**src/rtl/bha_pkg.sv**
```systemverilog
package bha_pkg;
  localparam int BusStateW = 3;

  typedef enum logic [BusStateW-1:0] {
    BS_IDLE = 3'd0,
    BS_T1   = 3'd1,
    BS_T2   = 3'd2,
    BS_T3   = 3'd3,
    BS_T4   = 3'd4
  } busState_e;

  typedef enum logic [1:0] {
    ARB_OWN     = 2'd0,
    ARB_GRANTED = 2'd1,
    ARB_RESUME  = 2'd2
  } arbState_e;

  typedef struct packed {
    logic armLock;
    logic disarmLock;
    logic engageLock;
    logic dropLock;
  } lockStrobe_t;
endpackage

```
**src/rtl/bha_lock_path.sv**
```systemverilog
module bha_lock_path
  import bha_pkg::*;
(
  input  logic        clk,
  input  logic        rstN,
  input  lockStrobe_t strobe,
  output logic        lockArmed,
  output logic        lockActive
);
  always_ff @(posedge clk) begin
    if (!rstN) begin
      lockArmed <= 1'b0;
    end else if (strobe.disarmLock) begin
      lockArmed <= 1'b0;
    end else if (strobe.armLock) begin
      lockArmed <= 1'b1;
    end
  end

  always_ff @(posedge clk) begin
    if (!rstN) begin
      lockActive <= 1'b0;
    end else if (strobe.dropLock) begin
      lockActive <= 1'b0;
    end else if (strobe.engageLock) begin
      lockActive <= 1'b1;
    end
  end

  // completion always releases the lock on the next edge
  p_lock_drop_r3: assert property (@(posedge clk) disable iff (!rstN)
    strobe.dropLock |=> !lockActive);
endmodule

```
**src/rtl/bha_ctrl.sv**
```systemverilog
module bha_ctrl
  import bha_pkg::*;
(
  input  logic                 clk,
  input  logic                 rstN,
  input  logic [BusStateW-1:0] busState,
  input  logic                 queueFull,
  input  logic                 biuStall,
  input  logic                 instrStart,
  input  logic                 lockPrefix,
  input  logic                 memAccess,
  input  logic                 instrDone,
  input  logic                 holdReq,
  input  logic                 lockArmed,
  input  logic                 lockActive,
  output lockStrobe_t          strobe,
  output logic                 hlda,
  output logic                 cpuBusEn
);
  arbState_e arbState, arbNext;
  logic armNow, atT1, atT4, releaseOk, grantNow;

  always_comb begin
    armNow            = instrStart & lockPrefix;
    strobe.dropLock   = instrDone;
    strobe.armLock    = armNow & ~instrDone;
    strobe.disarmLock = instrDone | (instrStart & ~lockPrefix);
    strobe.engageLock = memAccess & (lockArmed | armNow) & ~instrDone;
  end

  always_comb begin
    atT1      = (busState == BS_T1);
    atT4      = (busState == BS_T4);
    releaseOk = atT4 | (atT1 & (biuStall | queueFull));
    grantNow  = holdReq & releaseOk & ~lockActive & ~strobe.engageLock;
  end

  always_comb begin
    arbNext = arbState;
    unique case (arbState)
      ARB_OWN:     if (grantNow) arbNext = ARB_GRANTED;
      ARB_GRANTED: if (!holdReq) arbNext = ARB_RESUME;
      ARB_RESUME:  arbNext = ARB_OWN;
      default:     arbNext = ARB_OWN;
    endcase
  end

  always_ff @(posedge clk) begin
    if (!rstN) arbState <= ARB_OWN;
    else       arbState <= arbNext;
  end

  assign hlda     = (arbState == ARB_GRANTED);
  assign cpuBusEn = (arbState == ARB_OWN);

  // grant only at a T1 or T4 boundary
  p_grant_boundary_r4: assert property (@(posedge clk) disable iff (!rstN)
    $rose(hlda) |-> ($past(busState) == BS_T1 || $past(busState) == BS_T4));

  // no grant while the lock is held
  p_grant_unlocked_r6: assert property (@(posedge clk) disable iff (!rstN)
    $rose(hlda) |-> !$past(lockActive));

  // the two bus owners never coincide
  p_owner_exclusive_r7: assert property (@(posedge clk) disable iff (!rstN)
    hlda |-> !cpuBusEn);

  // processor takes the bus back one edge after acknowledge falls
  p_resume_r8: assert property (@(posedge clk) disable iff (!rstN)
    $fell(hlda) |=> cpuBusEn);

  // lock engages only after a memory access
  p_lock_on_access_r2: assert property (@(posedge clk) disable iff (!rstN)
    $rose(lockActive) |-> $past(memAccess));
endmodule

```
**src/rtl/bus_hold_arbiter.sv**
```systemverilog
module bus_hold_arbiter
  import bha_pkg::*;
(
  input  logic                 clk,
  input  logic                 rstN,
  input  logic [BusStateW-1:0] busState,
  input  logic                 queueFull,
  input  logic                 biuStall,
  input  logic                 instrStart,
  input  logic                 lockPrefix,
  input  logic                 memAccess,
  input  logic                 instrDone,
  input  logic                 holdReq,
  output logic                 lockN,
  output logic                 hlda,
  output logic                 cpuBusEn
);
  lockStrobe_t strobe;
  logic lockArmed, lockActive;

  bha_ctrl u_ctrl (
    .clk(clk), .rstN(rstN), .busState(busState), .queueFull(queueFull),
    .biuStall(biuStall), .instrStart(instrStart), .lockPrefix(lockPrefix),
    .memAccess(memAccess), .instrDone(instrDone), .holdReq(holdReq),
    .lockArmed(lockArmed), .lockActive(lockActive), .strobe(strobe),
    .hlda(hlda), .cpuBusEn(cpuBusEn)
  );

  bha_lock_path u_lock (
    .clk(clk), .rstN(rstN), .strobe(strobe),
    .lockArmed(lockArmed), .lockActive(lockActive)
  );

  assign lockN = ~lockActive;
endmodule

```
**config.mk**
```make
export PLATFORM = sky130hd
export DESIGN_NAME = bus_hold_arbiter
export DESIGN_NICKNAME = d
export VERILOG_FILES = /design/src/rtl/bha_pkg.sv /design/src/rtl/bha_lock_path.sv /design/src/rtl/bha_ctrl.sv /design/src/rtl/bus_hold_arbiter.sv
export SDC_FILE = /design/constraint.sdc
export NUM_CORES = 1
export LEC_CHECK = 0
export BUFFER_PORTS_ARGS = -buffer_cell sky130_fd_sc_hd__buf_2
export CORE_AREA = 2 2 39 41
export CTS_BUF_LIST = sky130_fd_sc_hd__clkbuf_2
export DETAILED_ROUTE_END_ITERATION = 7
export DIE_AREA = 0 0 41 43
export GPL_TIMING_DRIVEN = 0
export PLACE_DENSITY = 0.43
export SETUP_SLACK_MARGIN = 0.15
export SLEW_MARGIN = 15
export SYNTH_ARGS = -nofsm -noshare
export SYNTH_HDL_FRONTEND = slang
export SYNTH_HIERARCHICAL = 1
export SYNTH_SLANG_ARGS = --single-unit
```
**constraint.sdc**
```tcl
create_clock -name clk -period 1.15 [get_ports clk]
set_input_delay 0.115 -clock clk [delete_from_list [all_inputs] [get_ports clk]]
set_output_delay 0.115 -clock clk [all_outputs]
set_load 0.005 [all_outputs]
```
==> reports/qor.yml, run 1 <==
status: "finished, final reports clean"
dp_slack_ps: 276.6
postSynthAreaPerCell_sq_um: 8.573
cp-start-kind: "flip-flop"
critPathSlowestCell: "dfxtp_1"
grt_util_all_layers: 0.07407
routed_wl_um: 491
grt_pass1_wl_um: 814
tightest_slew_ps: 298.9
yosysTopAreaCell: "dfxtp_1"
layout_common_cells: "buf_2 (14), nor2_1 (4), dfxtp_1 (4)"
viasPerCell: 3.867
clock_sinks: 4
drc_errors: 0
pin_count: 15
clock_skew_ps: 6.003
setup_ws_ps: 215.9
nNetsFinal: 58
wl_per_cell_um: 8.183
drv_cap: 0
period_share: 0.8122
setup_viol: 0
ys_warn_count: 6
rsz0062_at_grt: "no"
clockBufferDepth: 2
required_ps: 1030
switching_share: 0.2693
drive_above_1_share: 0.5682
critPathTopFamily: "flip-flops"
crit_arrival_ps: 820
tritoncts: "yes"
hold_buffers: 0
crit_fanout: 2
synth_cell_types: 17
hold_path.class: "in2reg"
numCtsBuffers: 3
p_int_uw: 247.0
grt_pass1_vias: 203
htree_levels: 1
start_util: 0.1673
synth_fp_nets: 39
drv_slew: 0
diodes: 0
cp-end-kind: "output port"
syn_area_sq_um: 231.5
hold-worst-slack_ps: 172.3
gp_congestion: 0.5988
place_hpwl_um: 408
synth_cells: 27
pwr_density_cell_nw_per_um2: 982.5
dr.first_iter.drc_count: 6
ant_nets: 0
crit_path_max_incr_delay_ps: 340
synth-seq-cells: 4
fin_crit_ps: 934.1
fin_tns_setup_ps: 0
finalHoldViolCount: 0
power_frac_seq: 0.427
worst-path-buf-inv: 1
netlist_top_cells_area: "dfxtp_1 (35%), nor3b_2 (11%), nor2_1 (6.5%)"
antenna_found_initial: 0
path_cells: "nor2_2 -> buf_2"
power.switching_uw: 91.05
root_buffer: "clkbuf_2"
grt.overflow.total: 0
dr.pass1.iters: 4
port_buffers: 14
r2r_setup_slack_ps: 250
clkTransAtPathRegs_ps: 50
clockPowerShare: 0.390
clock_latency_ps: 210
row_count: 14
die_area_sq_um: 1763
grt_max_degree: 6
final_common_cell: "buf_2"
die_x_um: 41
yosysTopAreaCellShare: 0.3459
total_leakage_power_uw: 0.0001615
core_area_sq_um: 1384
slew_headroom: 0.7976
via_count: 232
path_class: "reg2out"
peakVddDrop_mv: 0.2709
pwr-share-comb: 0.182
fp.dieH_um: 43
power_uw: 338.1
clock.fmax_ghz: 1.071
area_growth_pct: 48.65
yosysSeqAreaShare: 0.3459
cells by family (layout without fill, tap and decap cells):
group                  after synthesis  count (layout)  share of synthesized area
AOI/OAI and AO/OA                    5               5                     0.1838
buffers and inverters                4              21                    0.08109
DFF                                  4               4                     0.3460
muxes                                1               1                    0.04865
and+or+nand+nor                     13              13                     0.3405
worst paths after layout:
check	depth (start not counted)	end	startpoint
worst max-delay path	2	cpuBusEn	u_ctrl/arbState[1]
worst min register to register	2	u_lock/lockActive	u_lock/lockActive
worst max register to register	3	u_ctrl/arbState[0]	u_ctrl/arbState[1]
worst min-delay path	3	u_ctrl/arbState[0]	holdReq
registers in the layout (all words and copies together), names as in the netlist:
| signal | cells |
|---|---|
| u_lock/lockArmed | 1 |
| u_ctrl/arbState | 2 |
| u_lock/lockActive | 1 |
cell type report:
| class | count | area (sq um) |
|---|---|---|
| Buffer | 1 | 7.507 |
| Clock buffer | 3 | 15.01 |
| Fill cell | 159 | 1040 |
| Inverter | 3 | 11.26 |
| Multi-Input combinational cell | 19 | 140.1 |
| Sequential cell | 4 | 80.08 |
| Tap cell | 16 | 20.02 |
| Timing Repair Buffer | 14 | 70.07 |
worst min-delay path, stage by stage:
cell,delay [ps]
buf_2,90
nand3_1,80
o31ai_2,60
cell usage after synthesis:
cell	count
o31ai_2	1
mux2_2	1
nor3_1	1
nand3_1	1
nor3b_2	2
buf_4	1
inv_1	3
dfxtp_1	4
o21ai_1	1
and3b_1	1
a21o_1	1
nor2b_1	1
nand2_1	2
nor2_2	1
nor2_1	4
a21oi_2	1
o311ai_1	1
per-layer routing:
| layer | global-route usage | vias to the layer above | wire length (um) | share of wire |
|---|---|---|---|---|
| met2 | 0.07813 | 12 | 198 | 0.40 |
| met5 | 0 | - | 0 | 0 |
| met3 | 0.03141 | 2 | 60 | 0.12 |
| li1 | - | 125 | - | - |
| met1 | 0.09873 | 93 | 224 | 0.46 |
| met4 | 0.08000 | 0 | 8 | 0.016 |
timing repair:
item                       in CTS  in global routing
setup buffers                   0                  0
resized for setup               1                  1
setup endpoints to repair       1                  1
power by group through the flow:
| stage | clock network (uW) | logic [uW] | registers (uW) |
|---|---|---|---|
| final | 132 | 61.7 | 144 |
| after global placement | 0 | 60.5 | 147 |
| after detailed placement | 0 | 61.0 | 147 |
| after floorplan | 0 | 30.0 | 146 |
| after global routing | 151 | 69.5 | 144 |
| after CTS | 139 | 61.4 | 144 |
stage by stage:
stage          instance area, sq um    util  cells
5_1_grt                       344.1  0.2486     60
3_3_place_gp                  321.6  0.2324     57
4_1_cts                       339.1  0.2450     60
3_5_place_dp                  321.6  0.2324     57
6_report                      344.1  0.2486     60
2_1_floorplan                 231.5       -     27
(Power assumes the default switching activity.)
==> inputs of run 2 (changes only) <==
==> constraint.sdc (replaced) <==
create_clock -name clk -period 0.9 [get_ports clk]
set_input_delay 0.09 -clock clk [delete_from_list [all_inputs] [get_ports clk]]
set_output_delay 0.09 -clock clk [all_outputs]
set_load 0.005 [all_outputs]
==> reports/qor.yml, run 2 (synthesis gave the netlist of run 1 again) <==
instances_no_fill: 61  # +1.7%
drive_above_1_share: 0.7111  # +0.1429
start_util: 0.1673  # unchanged
path_class: "reg2out"
wl_per_cell_um: 8.492  # +3.8%
cp-end-kind: "output port"
diodes: 0  # unchanged
area_growth_pct: 62.70
clkTransAtPathRegs_ps: 40  # about the same
grt_util_all_layers: 0.07831  # +0.004239
layout_common_cells: "buf_2 (14), nor2_1 (4), dfxtp_2 (4)"
rsz0062_at_grt: "yes"
htree_levels: 1  # unchanged
peakVddDrop_mv: 0.5107  # +89%
nNetsFinal: 59  # +1.7%
routed_wl_um: 518  # +5.5%
drv_cap: 0  # unchanged
clock_sinks: 4  # unchanged
max_flop_register: "u_ctrl/arbState"
row_count: 14  # unchanged
ant_nets: 0  # unchanged
grt_pass1_wl_um: 807  # -0.86%
status: "finished, final reports clean"
antenna_found_initial: 0  # unchanged
slew_headroom: 0.8358  # +0.03819
clockBufferDepth: 2  # unchanged
power_uw: 443.6  # +31%
grt_max_degree: 6  # unchanged
core_area_sq_um: 1384  # unchanged
place_hpwl_um: 396.9  # -2.7%
crit_arrival_ps: 780  # -40 ps
via_count: 249  # +7.3%
required_ps: 810  # -220 ps
dr.pass1.iters: 3  # -1
clock_skew_ps: 2.602  # -3.401 ps
largest_reg_flops: 2  # unchanged
final_common_cell: "buf_2"
fin_crit_ps: 870.3
total_leakage_power_uw: 0.0001727  # +7.0%
finalHoldViolCount: 0  # unchanged
grt_pass1_vias: 220  # +8.4%
setup_ws_ps: 29.67  # -186.3 ps
port_buffers: 14  # unchanged
drv_slew: 0  # unchanged
place_inst: 57  # unchanged
die_x_um: 41  # unchanged
fp.dieH_um: 43  # unchanged
tightest_slew_ps: 246.0  # -52.95 ps
dp_slack_ps: 62.09  # -214.6 ps
clock_latency_ps: 210  # about the same
die_area_sq_um: 1763  # unchanged
clock.fmax_ghz: 1.149
pwr_density_cell_nw_per_um2: 1178  # +20%
numCtsBuffers: 3  # unchanged
dr.first_iter.drc_count: 2  # -4
fin_util: 0.2722  # +0.02351
hold_path.class: "in2reg"
pin_count: 15  # unchanged
grt.overflow.total: 0  # unchanged
viasPerCell: 4.082  # +5.6%
drc_errors: 0  # unchanged
hold_buffers: 0  # unchanged
root_buffer: "clkbuf_2"
tritoncts: "yes"
setup_viol: 0  # unchanged
nFillCells: 160  # +0.63%
reg_top3: "u_ctrl/arbState (2), u_lock/lockActive (1), u_lock/lockArmed (1)"
cp-start-kind: "flip-flop"
period_share: 0.9670
crit_fanout: 2  # unchanged
gp_congestion: 0.6229  # +4.0%
run 2: changes by cell type in the layout (fill, tap and decap cells not counted), sizes merged:
cell | before | now
buf | 15 | 16
run 2: worst paths after layout:
path	start	end	slack [ps]	cells after the start
worst min register to register	u_lock/lockActive	u_lock/lockActive	530	2
worst max register to register	u_ctrl/arbState[0]	u_ctrl/arbState[0]	80	4
worst max-delay path	u_ctrl/arbState[0]	hlda	30	2
worst min-delay path	holdReq	u_ctrl/arbState[0]	150	3
run 2: metal layers:
layer  GRT usage  share of wire  vias to the layer above
met5           0              0                        -
met4     0.04000              0                        0
met1     0.07395           0.39                      108
met2     0.09375           0.48                       12
li1            -              -                      129
met3     0.09948           0.13                        0
run 2: report_power, final:
part / leakage, uW / switching [uW] / internal (uW)
sequential: 0.0000343 / 3.26 / 183
clock: 0.0000125 / 77.5 / 89.7
combinational: 0.000126 / 40.2 / 50.3
total: 0.000173 / 121 / 323
run 2: what timing repair did:
item / in CTS / in global routing
pin swaps: 1 / 1
setup endpoints to repair: 6 / 6
gates resized for setup: 5 / 2
gates cloned: 0 / 0
setup buffers: 1 / 0
run 2: layout make-up:
class,count,area (sq um),share of cell area
Tap cell,16,20.02,0.05316
Multi-Input combinational cell,19,160.2,0.4253
Inverter,3,11.26,0.02990
Clock buffer,3,15.01,0.03987
Buffer,1,7.507,0.01993
Timing Repair Buffer,15,77.57,0.2060
Sequential cell,4,85.08,0.2259
run 2: per-stage QoR:
| stage | area [sq um] | TNS, ps | hold slack [ps] |
|---|---|---|---|
| floorplan | 240.2 | 0 | 238.1 |
| global placement | 330.3 | 0 | 361.6 |
| detailed placement | 330.3 | 0 | 361.2 |
| CTS | 364.1 | 0 | 136.3 |
| global route | 376.6 | -114.9 | 156.7 |
| finish | 376.6 | 0 | 145.8 |
run 2: worst max-delay path, stage by stage, from the launching register on:
cell	delay (ps)
dfxtp_2	330
nor2b_4	130
buf_2	110
==> inputs of run 3 (changes only) <==
--- a/config.mk
+++ b/config.mk
@@ -5,7 +5,7 @@
 export SDC_FILE = /design/constraint.sdc
 export NUM_CORES = 1
 export LEC_CHECK = 0
-export BUFFER_PORTS_ARGS = -buffer_cell sky130_fd_sc_hd__buf_2
+export BUFFER_PORTS_ARGS = -buffer_cell sky130_fd_sc_hd__buf_4
 export CORE_AREA = 2 2 39 41
 export CTS_BUF_LIST = sky130_fd_sc_hd__clkbuf_2
 export DETAILED_ROUTE_END_ITERATION = 7
==> reports/qor.yml, run 3 (synthesis gave the netlist of run 1 again) <==
hold_path_depth: 3  # unchanged
root_buffer: "clkbuf_2"
fin_crit_ps: 862.9  # -7.405 ps
htree_levels: 1  # unchanged
clock_latency_ps: 200  # about the same
max_flop_register: "u_ctrl/arbState"
cp-end-kind: "output port"
total_leakage_power_uw: 0.0001887  # +9.2%
drive_above_1_share: 0.7333  # +0.02222
pwr_density_cell_nw_per_um2: 1092  # -7.3%
setup_viol: 0  # unchanged
grt.overflow.total: 0  # unchanged
reg2reg_from: "u_ctrl/arbState[0]"
required_ps: 810  # about the same
routed_wl_um: 516  # -0.39%
power_uw: 457.8  # +3.2%
grt_pass1_wl_um: 834  # +3.3%
grt.met3_usage: 0.03665  # -0.06283
stdcell_area_sq_um: 419.2  # +11%
tightest_slew_ps: 247.8  # +1.864 ps
worst-path-buf-inv: 1  # unchanged
status: "finished, final reports clean"
antenna_found_initial: 0  # unchanged
die_area_sq_um: 1763  # unchanged
hold_start: "holdReq"
r2r_setup_slack_ps: 80  # about the same
period_share: 0.9588  # -0.008228
reg_top3: "u_ctrl/arbState (2), u_lock/lockActive (1), u_lock/lockArmed (1)"
place_inst: 57  # unchanged
cp-start-kind: "flip-flop"
tritoncts: "yes"
drc_errors: 0  # unchanged
clock.fmax_ghz: 1.159  # +0.86%
grt_util_all_layers: 0.07739  # -0.0009263
final_common_cell: "buf_4"
postPlaceCellArea_sq_um: 365.4  # +11%
peakVddDrop_mv: 0.2389  # -53%
clkTransAtPathRegs_ps: 40  # about the same
dr.pass1.iters: 2  # -1
rsz0062_at_grt: "yes"
nNetsFinal: 59  # unchanged
core_area_sq_um: 1384  # unchanged
largest_reg_flops: 2  # unchanged
row_count: 14  # unchanged
dr.first_iter.drc_count: 1  # -1
wl_per_cell_um: 8.459  # -0.39%
start_util: 0.1673  # unchanged
gp_congestion: 0.6102  # -2.0%
crit_fanout: 2  # unchanged
slew_headroom: 0.8345  # -0.001244
crit_arrival_ps: 770  # about the same
pin_count: 15  # unchanged
crit_cells: 2  # unchanged
diodes: 0  # unchanged
fp.dieH_um: 43  # unchanged
grt_util_met2: 0.1063  # +0.01250
layout_common_cells: "buf_4 (14), nor2_1 (4), dfxtp_2 (4)"
drv_cap: 0  # unchanged
clockBufferDepth: 2  # unchanged
critPathTopFamily: "flip-flops"
finalHoldViolCount: 0  # unchanged
hold-worst-slack_ps: 133.6  # -12.17 ps
hold_path.class: "in2reg"
area_growth_pct: 81.08
grt_max_degree: 6  # unchanged
clock_skew_ps: 2.873  # +0.2715 ps
numCtsBuffers: 3  # unchanged
port_buffers: 14  # unchanged
crit_path_max_incr_delay_ps: 320  # about the same
timing.rr.end: "u_ctrl/arbState[0]"
r2r_cells: 4  # unchanged
path_cells: "nor2_2 -> buf_4"
viasPerCell: 4.016  # -1.6%
holdPathEnd: "u_ctrl/arbState[0]"
top_usage_layer: "met2"
path_class: "reg2out"
critPathSlowestCell: "dfxtp_2"
grt_use_met1: 0.06774  # -0.006213
fin_util: 0.3029  # +0.03074
clock_sinks: 4  # unchanged
instances_no_fill: 61  # unchanged
drv_slew: 0  # unchanged
via_count: 245  # -1.6%
ant_nets: 0  # unchanged
die_x_um: 41  # unchanged
grt_pass1_vias: 245  # +11%
==> run 3: cell types whose count changed in the layout (fill, tap and decap cells not counted) <==
cell | before | now
inv_1 | 3 | 2
inv_2 | 0 | 1
buf_4 | 2 | 14
buf_2 | 14 | 0
buf_6 | 0 | 2
==> run 3: repair_timing <==
action / CTS / global route
gates resized for setup: 7 / 3
hold buffers: 0 / 0
setup endpoints to repair: 6 / 6
pin swaps: 2 / 0
setup buffers: 1 / 0
==> run 3: cell type report <==
cell class	count	area, sq um
tap	16	20.02
timing repair buffer	15	120.1
multi-input combinational	19	160.2
fill	162	964.7
buffer	1	7.507
inverter	3	11.26
clock buffer	3	15.01
sequential	4	85.08
==> run 3: how the worst max path moves through the flow <==
| stage | end | slack (ps) | start |
|---|---|---|---|
| after floorplan | u_ctrl/arbState[0] | 100 | u_lock/lockArmed |
| after global placement | u_ctrl/arbState[0] | 60 | u_lock/lockArmed |
| after detailed placement | u_ctrl/arbState[0] | 60 | u_lock/lockArmed |
| after CTS | cpuBusEn | 5 | u_ctrl/arbState[0] |
| after global routing | cpuBusEn | -40 | u_ctrl/arbState[0] |
| final | cpuBusEn | 40 | u_ctrl/arbState[0] |
==> run 3: per-layer routing <==
layer | up-vias | share of wire
li1 | 127 | -
met1 | 110 | 0.41
met2 | 8 | 0.47
met3 | 0 | 0.12
met4 | 0 | 0
met5 | - | 0
==> run 3: worst min-delay path: cells and delay by family <==
kind,cells,cell delay (ps)
buf+inv,1,90
simple gates,1,70
compound gates,1,60
==> run 3: metrics by stage <==
| stage | TNS [ps] | setup WS [ps] |
|---|---|---|
| floorplan | 0 | 104.5 |
| global placement | 0 | 59.29 |
| detailed placement | 0 | 56.17 |
| CTS | 0 | 4.683 |
| global route | -64.30 | -35.51 |
| finish | 0 | 37.08 |
==> run 3: where the power goes <==
part,internal [uW],total [uW],switching (uW)
sequential,183,186,3.38
clock,89.8,164,73.9
combinational,67.9,108,40.3
total,340,458,118
